$ cat src/rtl/mpt_csr_pkg.sv
package mpt_csr_pkg;

  localparam int unsigned CSR_AW = 12;
  localparam int unsigned SDID_W = 6;

  localparam logic [CSR_AW-1:0] PTR_CSR_ADDR = 12'hBC0;
  localparam logic [CSR_AW-1:0] CFG_CSR_ADDR = 12'hBD1;

  // Width of the mode field for a given register width
  function automatic int unsigned mode_width(int unsigned xlen);
    return (xlen == 32) ? 2 : 4;
  endfunction

  // Width of the root page number field
  function automatic int unsigned ppn_width(int unsigned xlen);
    return (xlen == 32) ? 22 : 52;
  endfunction

  // Reserved bits between the identifier and the page number
  function automatic int unsigned gap_width(int unsigned xlen);
    return xlen - mode_width(xlen) - SDID_W - ppn_width(xlen);
  endfunction

  // Nonzero codes the configured width supports
  function automatic logic mode_code_legal(int unsigned xlen, logic [3:0] code);
    if (xlen == 32) return code == 4'd1;
    return (code >= 4'd1) && (code <= 4'd3);
  endfunction

  // Decoded access for one cycle
  typedef struct packed {
    logic ptr_rd;
    logic ptr_wr;
    logic cfg_rd;
    logic cfg_wr;
    logic illegal;
  } mpt_csr_sel_t;

endpackage

$ cat src/rtl/mpt_csr_decode.sv
module mpt_csr_decode
  import mpt_csr_pkg::*;
#(
  parameter logic [CSR_AW-1:0] PTR_ADDR = PTR_CSR_ADDR,
  parameter logic [CSR_AW-1:0] CFG_ADDR = CFG_CSR_ADDR
) (
  input  logic [CSR_AW-1:0] addr_i,
  input  logic              we_i,
  input  logic              re_i,
  input  logic              sdid_en_i,
  output mpt_csr_sel_t      sel_o
);

  logic hit_ptr;
  logic hit_cfg;
  logic touch;

  assign hit_ptr = (addr_i == PTR_ADDR);
  assign hit_cfg = (addr_i == CFG_ADDR);
  assign touch   = we_i | re_i;

  always_comb begin
    sel_o         = '0;
    sel_o.illegal = (hit_ptr | hit_cfg) & touch & ~sdid_en_i;
    sel_o.ptr_rd  = hit_ptr & re_i & sdid_en_i;
    sel_o.ptr_wr  = hit_ptr & we_i & sdid_en_i;
    sel_o.cfg_rd  = hit_cfg & re_i & sdid_en_i;
    sel_o.cfg_wr  = hit_cfg & we_i & sdid_en_i;
  end

endmodule

$ cat src/rtl/mpt_field_codec.sv
module mpt_field_codec
  import mpt_csr_pkg::*;
#(
  parameter int unsigned XLEN   = 64,
  parameter int unsigned MODE_W = mode_width(XLEN),
  parameter int unsigned PPN_W  = ppn_width(XLEN)
) (
  // unpack side: written word to fields
  input  logic [XLEN-1:0]   word_i,
  output logic [MODE_W-1:0] mode_o,
  output logic [SDID_W-1:0] sdid_o,
  output logic [PPN_W-1:0]  ppn_o,
  // pack side: stored fields to read word
  input  logic [MODE_W-1:0] mode_i,
  input  logic [SDID_W-1:0] sdid_i,
  input  logic [PPN_W-1:0]  ppn_i,
  output logic [XLEN-1:0]   word_o
);

  localparam int unsigned GAP_W    = XLEN - MODE_W - SDID_W - PPN_W;
  localparam int unsigned MODE_LSB = XLEN - MODE_W;
  localparam int unsigned SDID_LSB = MODE_LSB - SDID_W;

  assign mode_o = word_i[MODE_LSB +: MODE_W];
  assign sdid_o = word_i[SDID_LSB +: SDID_W];
  assign ppn_o  = word_i[PPN_W-1:0];

  generate
    if (GAP_W > 0) begin : g_gap
      logic unused_gap;
      assign unused_gap = ^word_i[PPN_W +: GAP_W];
      assign word_o = {mode_i, sdid_i, {GAP_W{1'b0}}, ppn_i};
    end else begin : g_nogap
      assign word_o = {mode_i, sdid_i, ppn_i};
    end
  endgenerate

endmodule

$ cat src/rtl/mpt_mode_legalizer.sv
module mpt_mode_legalizer
  import mpt_csr_pkg::*;
#(
  parameter int unsigned XLEN   = 64,
  parameter int unsigned MODE_W = mode_width(XLEN),
  parameter int unsigned PPN_W  = ppn_width(XLEN)
) (
  input  logic              mpt_en_i,
  input  logic [MODE_W-1:0] cur_mode_i,
  input  logic [MODE_W-1:0] wr_mode_i,
  input  logic [SDID_W-1:0] wr_sdid_i,
  input  logic [PPN_W-1:0]  wr_ppn_i,
  output logic [MODE_W-1:0] nxt_mode_o,
  output logic [SDID_W-1:0] nxt_sdid_o,
  output logic [PPN_W-1:0]  nxt_ppn_o
);

  logic bare_req;
  logic code_ok;

  assign bare_req = ~mpt_en_i | (wr_mode_i == '0);
  assign code_ok  = mode_code_legal(XLEN, 4'(wr_mode_i));

  always_comb begin
    if (bare_req) begin
      nxt_mode_o = '0;
      nxt_sdid_o = '0;
      nxt_ppn_o  = '0;
    end else begin
      // identifier and page always follow a non-bare write
      nxt_sdid_o = wr_sdid_i;
      nxt_ppn_o  = wr_ppn_i;
      nxt_mode_o = code_ok ? wr_mode_i : cur_mode_i;
    end
  end

endmodule

$ cat src/rtl/mpt_csr_unit.sv
module mpt_csr_unit
  import mpt_csr_pkg::*;
#(
  parameter int unsigned       XLEN     = 64,
  parameter logic [CSR_AW-1:0] PTR_ADDR = PTR_CSR_ADDR,
  parameter logic [CSR_AW-1:0] CFG_ADDR = CFG_CSR_ADDR,
  localparam int unsigned      MODE_W   = mode_width(XLEN),
  localparam int unsigned      PPN_W    = ppn_width(XLEN)
) (
  input  logic              clk,
  input  logic              rst_n,
  input  logic [CSR_AW-1:0] csr_addr,
  input  logic              csr_we,
  input  logic              csr_re,
  input  logic [XLEN-1:0]   csr_wdata,
  output logic [XLEN-1:0]   csr_rdata,
  output logic              csr_illegal,
  input  logic              ext_mpt_en,
  input  logic              ext_sdid_en,
  output logic [MODE_W-1:0] mpt_mode_o,
  output logic [SDID_W-1:0] mpt_sdid_o,
  output logic [PPN_W-1:0]  mpt_ppn_o
);

  mpt_csr_sel_t sel;

  logic [MODE_W-1:0] mode_q, wr_mode, nxt_mode;
  logic [SDID_W-1:0] sdid_q, wr_sdid, nxt_sdid;
  logic [PPN_W-1:0]  ppn_q,  wr_ppn,  nxt_ppn;
  logic [XLEN-1:0]   cfg_q;
  logic [XLEN-1:0]   ptr_word;

  mpt_csr_decode #(
    .PTR_ADDR (PTR_ADDR),
    .CFG_ADDR (CFG_ADDR)
  ) u_decode (
    .addr_i    (csr_addr),
    .we_i      (csr_we),
    .re_i      (csr_re),
    .sdid_en_i (ext_sdid_en),
    .sel_o     (sel)
  );

  mpt_field_codec #(
    .XLEN   (XLEN),
    .MODE_W (MODE_W),
    .PPN_W  (PPN_W)
  ) u_codec (
    .word_i (csr_wdata),
    .mode_o (wr_mode),
    .sdid_o (wr_sdid),
    .ppn_o  (wr_ppn),
    .mode_i (mode_q),
    .sdid_i (sdid_q),
    .ppn_i  (ppn_q),
    .word_o (ptr_word)
  );

  mpt_mode_legalizer #(
    .XLEN   (XLEN),
    .MODE_W (MODE_W),
    .PPN_W  (PPN_W)
  ) u_legal (
    .mpt_en_i   (ext_mpt_en),
    .cur_mode_i (mode_q),
    .wr_mode_i  (wr_mode),
    .wr_sdid_i  (wr_sdid),
    .wr_ppn_i   (wr_ppn),
    .nxt_mode_o (nxt_mode),
    .nxt_sdid_o (nxt_sdid),
    .nxt_ppn_o  (nxt_ppn)
  );

  // Pointer register
  always_ff @(posedge clk) begin
    if (!rst_n) begin
      mode_q <= '0;
      sdid_q <= '0;
      ppn_q  <= '0;
    end else if (sel.ptr_wr) begin
      mode_q <= nxt_mode;
      sdid_q <= nxt_sdid;
      ppn_q  <= nxt_ppn;
    end
  end

  // Domain configuration register, no legalization
  always_ff @(posedge clk) begin
    if (!rst_n) begin
      cfg_q <= '0;
    end else if (sel.cfg_wr) begin
      cfg_q <= csr_wdata;
    end
  end

  always_comb begin
    csr_rdata = '0;
    if (sel.ptr_rd)      csr_rdata = ptr_word;
    else if (sel.cfg_rd) csr_rdata = cfg_q;
  end

  assign csr_illegal = sel.illegal;
  assign mpt_mode_o  = mode_q;
  assign mpt_sdid_o  = sdid_q;
  assign mpt_ppn_o   = ppn_q;

  // ---------------- assertions ----------------
  AST_ILLEGAL_HOLDS_STATE: assert property (@(posedge clk) disable iff (!rst_n)
    csr_illegal |=> ($stable(mode_q) && $stable(sdid_q) && $stable(ppn_q) && $stable(cfg_q)));

  AST_ILLEGAL_READS_ZERO: assert property (@(posedge clk) disable iff (!rst_n)
    csr_illegal |-> (csr_rdata == '0));

  AST_BARE_WRITE_CLEARS: assert property (@(posedge clk) disable iff (!rst_n)
    (sel.ptr_wr && (csr_wdata[XLEN-1 -: MODE_W] == '0))
      |=> (mpt_mode_o == '0 && mpt_sdid_o == '0 && mpt_ppn_o == '0));

  AST_STRAP_OFF_CLEARS: assert property (@(posedge clk) disable iff (!rst_n)
    (sel.ptr_wr && !ext_mpt_en)
      |=> (mpt_mode_o == '0 && mpt_sdid_o == '0 && mpt_ppn_o == '0));

  AST_BAD_CODE_KEEPS_MODE: assert property (@(posedge clk) disable iff (!rst_n)
    (sel.ptr_wr && ext_mpt_en && (csr_wdata[XLEN-1 -: MODE_W] != '0)
     && !mode_code_legal(XLEN, 4'(csr_wdata[XLEN-1 -: MODE_W])))
      |=> $stable(mpt_mode_o));

  AST_MODE_ALWAYS_LEGAL: assert property (@(posedge clk) disable iff (!rst_n)
    (mpt_mode_o == '0) || mode_code_legal(XLEN, 4'(mpt_mode_o)));

  AST_QUIET_KEEPS_PTR: assert property (@(posedge clk) disable iff (!rst_n)
    !sel.ptr_wr |=> ($stable(mpt_mode_o) && $stable(mpt_sdid_o) && $stable(mpt_ppn_o)));

  AST_CFG_STORES_WORD: assert property (@(posedge clk) disable iff (!rst_n)
    sel.cfg_wr |=> (csr_rdata == $past(csr_wdata) || !sel.cfg_rd));

endmodule

$ cat config.mk
export PLATFORM = sky130hd
export DESIGN_NAME = mpt_csr_unit
export DESIGN_NICKNAME = d
export VERILOG_FILES = /design/src/rtl/mpt_csr_pkg.sv /design/src/rtl/mpt_csr_decode.sv /design/src/rtl/mpt_field_codec.sv /design/src/rtl/mpt_mode_legalizer.sv /design/src/rtl/mpt_csr_unit.sv
export SDC_FILE = /design/constraint.sdc
export NUM_CORES = 1
export LEC_CHECK = 0
export ABC_AREA = 1
export BUFFER_PORTS_ARGS = -buffer_cell sky130_fd_sc_hd__buf_2
export CAP_MARGIN = 20
export CORE_AREA = 8 8 100 147
export DETAILED_ROUTE_END_ITERATION = 8
export DIE_AREA = 0 0 108 155
export GPL_ROUTABILITY_DRIVEN = 0
export PLACE_DENSITY = 0.8
export SLEW_MARGIN = 20
export SYNTH_ARGS = -nofsm -noshare
export SYNTH_HDL_FRONTEND = slang
export SYNTH_SLANG_ARGS = --single-unit
$ cat constraint.sdc
create_clock -name clk -period 1.4 [get_ports clk]
set_input_delay 0.14 -clock clk [delete_from_list [all_inputs] [get_ports clk]]
set_output_delay 0.14 -clock clk [all_outputs]
set_load 0.01 [all_outputs]
## After elaboration in Yosys (flattened, before gate mapping)

Cells that the tools add are included.
W data, S select, Z words.

- Output and inout bits: 127
- Word-level logic and storage cells: 33
- Input bits: 82
- Flip-flop bits (word level): 126

- Multiplexer cells: 6
- Eq/ne operators: 2
- $lt $le $gt $ge: 2
- Bitwise operators: 15
- Reductions and logical operators: 4

Operators by type and width:

| cell | count |
|---|---|
| $mux W64 | 2 |
| $mux W52 | 1 |
| $eq A12 B12 Y1 const B | 2 |
| $and A1 B1 Y1 | 10 |
| $mux W4 | 2 |
| $mux W6 | 1 |
| $ge A4 B1 Y1 const B | 1 |
| $le A4 B2 Y1 const B | 1 |
| $logic_not A4 Y1 | 1 |
| $or A1 B1 Y1 | 3 |
| $not A1 Y1 | 2 |
| $reduce_and A2 Y1 | 1 |
| $reduce_bool A2 Y1 | 1 |
| $logic_and A1 B1 Y1 | 1 |

## Logic depth before layout (Yosys ltp)

- Word-level depth: 5
- Depth in mapped cells: 10
- Depth with buffers taken out: 8

## Hierarchy

From an unflattened synthesis, not the netlist that was laid out.

- Cell total of the unflattened synthesis: 1304
- Area total of the unflattened synthesis: 7759.9 um2

Modules (own cells, without submodules):

| module | area an instance (um2) | instances | seq. area each (um2) | cells each |
|---|---|---|---|---|
| mpt_csr_unit | 6109.6 | 1 | 2522.4 | 1011 |
| mpt_field_codec | 949.7 | 1 | 0.0 | 127 |
| mpt_mode_legalizer | 580.6 | 1 | 0.0 | 136 |
| mpt_csr_decode | 120.1 | 1 | 0.0 | 30 |

## Least setup slack after synthesis

OpenSTA, ideal clock, no wires.

- Path type: input -> output
- Start: input csr_addr[3]
- End: output csr_rdata[10]
- Cell stages on the path: 8
- Arrival: 1.076 ns
- Path slack: 0.184 ns
- Buffers on the path: 1
- Path through: nor2_1 nand2_1 nor2_2 nand2_1 nor2_2 buf_2 nand2_1 nand2_1

- Word-level cells in the longest chain between the ends: 5

Ends and longest elaborated chain:

| item | RTL line | RTL |
|---|---|---|
| start, declared | mpt_csr_unit.sv:12 | `input logic [CSR_AW-1:0] csr_addr,` |
| $eq A12 B12 Y1 | mpt_csr_decode.sv:19 | `assign hit_cfg = (addr_i == CFG_ADDR);` |
| $and A1 B1 Y1 (2 in a row) | mpt_csr_decode.sv:27 | `sel_o.cfg_rd = hit_cfg & re_i & sdid_en_i;` |
| $mux W64 | mpt_csr_unit.sv:99 | `else if (sel.cfg_rd) csr_rdata = cfg_q;` |
| $mux W64 (*) | mpt_csr_unit.sv:98 | `if (sel.ptr_rd) csr_rdata = ptr_word;` |
| end, declared | mpt_csr_unit.sv:16 | `output logic [XLEN-1:0] csr_rdata,` |

Mark *: on every way between the ends. The rest lies on a longest branch, timed or not.

## Worst setup path after layout

- Start: input csr_addr[1]
- End: output csr_rdata[20]

Same word-level chain as after synthesis.

==> summary.md <==
| Metric | Value |
|---|---|
| Run status | finished, violations left |
| Failing checks | setup timing |
| Initial antenna violation count | 1 |
| Final wirelength | 23.7 mm |
| Clock network power share | 53.2% |
| Power, Total | 8.88 mW |
| Detail-routed via count per cell | about 5.1 |
| Slew Viols, Final | 0 |
| VDD IR max | around 0.00077 V |
| Mean post-synth cell area | approximately 6 um2 |
| Synth Flop Type | dfxtp_1 |
| Gr usage total | 23.2% |
| Post-layout net count | between 1000 and 1500 |
| Worst Path Required | 1260 ps |
| Post-synth EDFFs | 0 |
| Ys async rst share | 0% |
| Register clock-pin slew on the reported worst setup and hold paths | 50 ps |
| CTS buffer count | 17 |
| DP HPWL | 13.1 mm |
| Int Power | ~6.9 mW |
| Final period util | 116% |
| Fin cells | 1455 |
| Dpl cells | 1368 |
| Ports | 209 |
| CP max FO | 8 |
| CTS tree | yes |
| Sw frac | 22.5% |
| Relative slew slack | 68.0% |
| Worst path max stage delay | 240 ps |
| Area Overhead vs Synth | 52.8% |
| Synthesized instance count | 1037 |
| Routed WL per cell | 16.3 um |
| Most common cell after layout, fill and taps aside | nor2_1 |
| GR Overflow Total | 0 |
| Core Util, Final | between 70 and 80% |
| Num rows | 51 |
| TritonCTS Sinks | 126 |
| PD cells | 926 nW/um2 |
| Class of the worst hold path | in2reg |
| Core Box Area | 12700 um2 |
| Crit path DAT | 1480 ps |
| CP Cell Sequence | buf_6 -> inv_2 -> nand2_2 -> nor3_2 -> nand3_2 -> nor2_4 -> buf_6 -> clkbuf_16 -> nand3_2 -> nand2_2 -> buf_6 |
| Initial DRC count | 479 |
| Pin count of the biggest net entering global routing | 64 |
| Fmax | about 600 MHz |
| Die width | 108 um |
| Yosys reg bits | 126 |
| Post-synth net total | 1119 |
| Crit path time final | 1620 ps |
| Critical path's slowest cell | nor2_4 |
| Flop pwr share | 40.4% |
| Initial core utilization | 49.4% |
| Vias in the first global route | between 6000 and 7000 |
| First-pass GRT wire length | ~31 mm |
| Worst-Skew Late Latency | 410 ps |
| Drt drc | 0 |
| Warnings from Yosys | 0 |
| Fraction of layout cells with a size suffix above 1 | ~30% |
| IO buf count | between 200 and 250 |
| Die Y | 155 um |
| Fin. Hold Viols | 0 |
| CP endpoint kind | primary output |
| Crit-path most repeated cell | buf_6 |
| Post-DRT Antenna Nets | 0 |
| RSZ-0062 raised after global routing | yes |
| Switching power | 1.99 mW |
| Final clock skew | 0 ps |
| Final WS setup | -217 ps |
| CP Launch Type | primary input |
| Hold slack | about 16 ps |
| Sequential area share after synthesis | roughly 40% |
| Combinational power share | 6.4% |
| Critical path type | in2out |
| Leakage | 5.10 nW |
| Worst Path Buf+Inv | 5 |
| Top cell family by delay on the critical path | simple AND/OR/NAND/NOR gates |
| Die area | 16700 um2 |
| Worst-margin pin slew | 480 ps |
| Commonest cells after routing, fill and taps aside | nor2_1, inv_1, buf_2, nand2_1, dfxtp_1 |
| DRT Pass-1 Iters | 5 |
| CTS Root Cell | clkbuf_16 |
| H-tree depth | 4 |
| Fillers | 926 |
| Synth Cell Area | 6280 um2 |
| Clock Path Buffers | 2 |
| Via count | ~7400 |
| Final setup viols | 64 |
| Synth unique cells | 14 |
| Max-cap violations | 0 |
-- metrics by stage --
stage / cell area (um2) / worst slack, ps / TNS [ps]
floorplan: 6280 / 184 / 0
finish: 9590 / -217 / -10260
global placement: 7600 / -119 / -3980
detailed placement: 7600 / -127 / -5390
CTS: 8570 / -108 / -2870
global route: 9590 / -267 / -14280
-- sequential cells by signal (all words and copies together), names as in the netlist --
signal and flops:
cfg_q 64, mpt_mode_o 4, mpt_ppn_o 52, mpt_sdid_o 6
-- synthesized netlist by cell type, types with 2 or more instances --
master	number	share of area (%)
nor2_1	257	15
nand2_1	203	12
inv_1	187	11
dfxtp_1	126	40
o21ai_0	124	9.9
nand3_1	67	5.3
clkbuf_1	30	1.8
buf_2	29	2.3
buf_6	5	0.90
nor2_2	4	0.40
nor3_1	2	0.16
-- kinds of logic (layout without fill, tap and decap cells) --
family / Yosys count / count (layout) / share of synthesized area [%]
other: 0 / 1 / 0
buffers and inverters: 252 / 510 / 16.2
and+or+nand+nor: 535 / 535 / 33.7
DFF: 126 / 126 / 40.2
AOI/OAI and AO/OA: 124 / 124 / 9.89
-- area by class of cell --
class	count	area [um2]	share of cell area [%]
multi-input combinational	659	3160	32.9
sequential	126	2520	26.3
timing repair buffer	290	2360	24.7
inverter	188	711	7.41
clock buffer	19	443	4.62
tap	159	199	2.07
clock inverter	13	189	1.97
antenna	1	2.50	0.0261
-- what timing repair did --
item	CTS	global route
cloned	0	17
setup buffers	1	5
endpoints found under the setup margin	64	74
gates resized for setup	4	155
hold endpoints to repair	31	0
pin swaps	0	43
hold buffers	31	0
-- power by group through the flow --
| stage | clock, mW | sequential [mW] | combinational, mW |
|---|---|---|---|
| after global routing | 4.94 | 3.58 | 0.622 |
| after CTS | 4.77 | 3.59 | 0.498 |
| after floorplan | 0 | 3.67 | 0.218 |
| after detailed placement | 0 | 3.67 | 0.427 |
| final | 4.72 | 3.59 | 0.568 |
| after global placement | 0 | 3.67 | 0.422 |
-- worst paths after layout --
| check | startpoint | end | slack, ps | cells past startpoint |
|---|---|---|---|---|
| setup reg to reg | mpt_ppn_o[24] | mpt_ppn_o[24] | 600 | 4 |
| hold reg to reg | cfg_q[18] | cfg_q[18] | 480 | 2 |
| setup / recovery | csr_addr[1] | csr_rdata[20] | -220 | 11 |
| hold / removal | csr_wdata[53] | cfg_q[53] | 20 | 3 |
-- worst register-to-register path, stage by stage (launching register included) --
cell	delay, ps
dfxtp_1	480
inv_1	70
nand2_1	70
inv_1	40
nor2_1	80
-- routing by layer --
metal	vias to the layer above	track usage [%]	share of wire, %
met5	-	0	0
met4	0	14.3	4.6
met3	91	5.26	8.0
met2	356	40.5	52
met1	3328	24.3	36
li1	3584	-	-
Power figures use the tool's default switching activity.
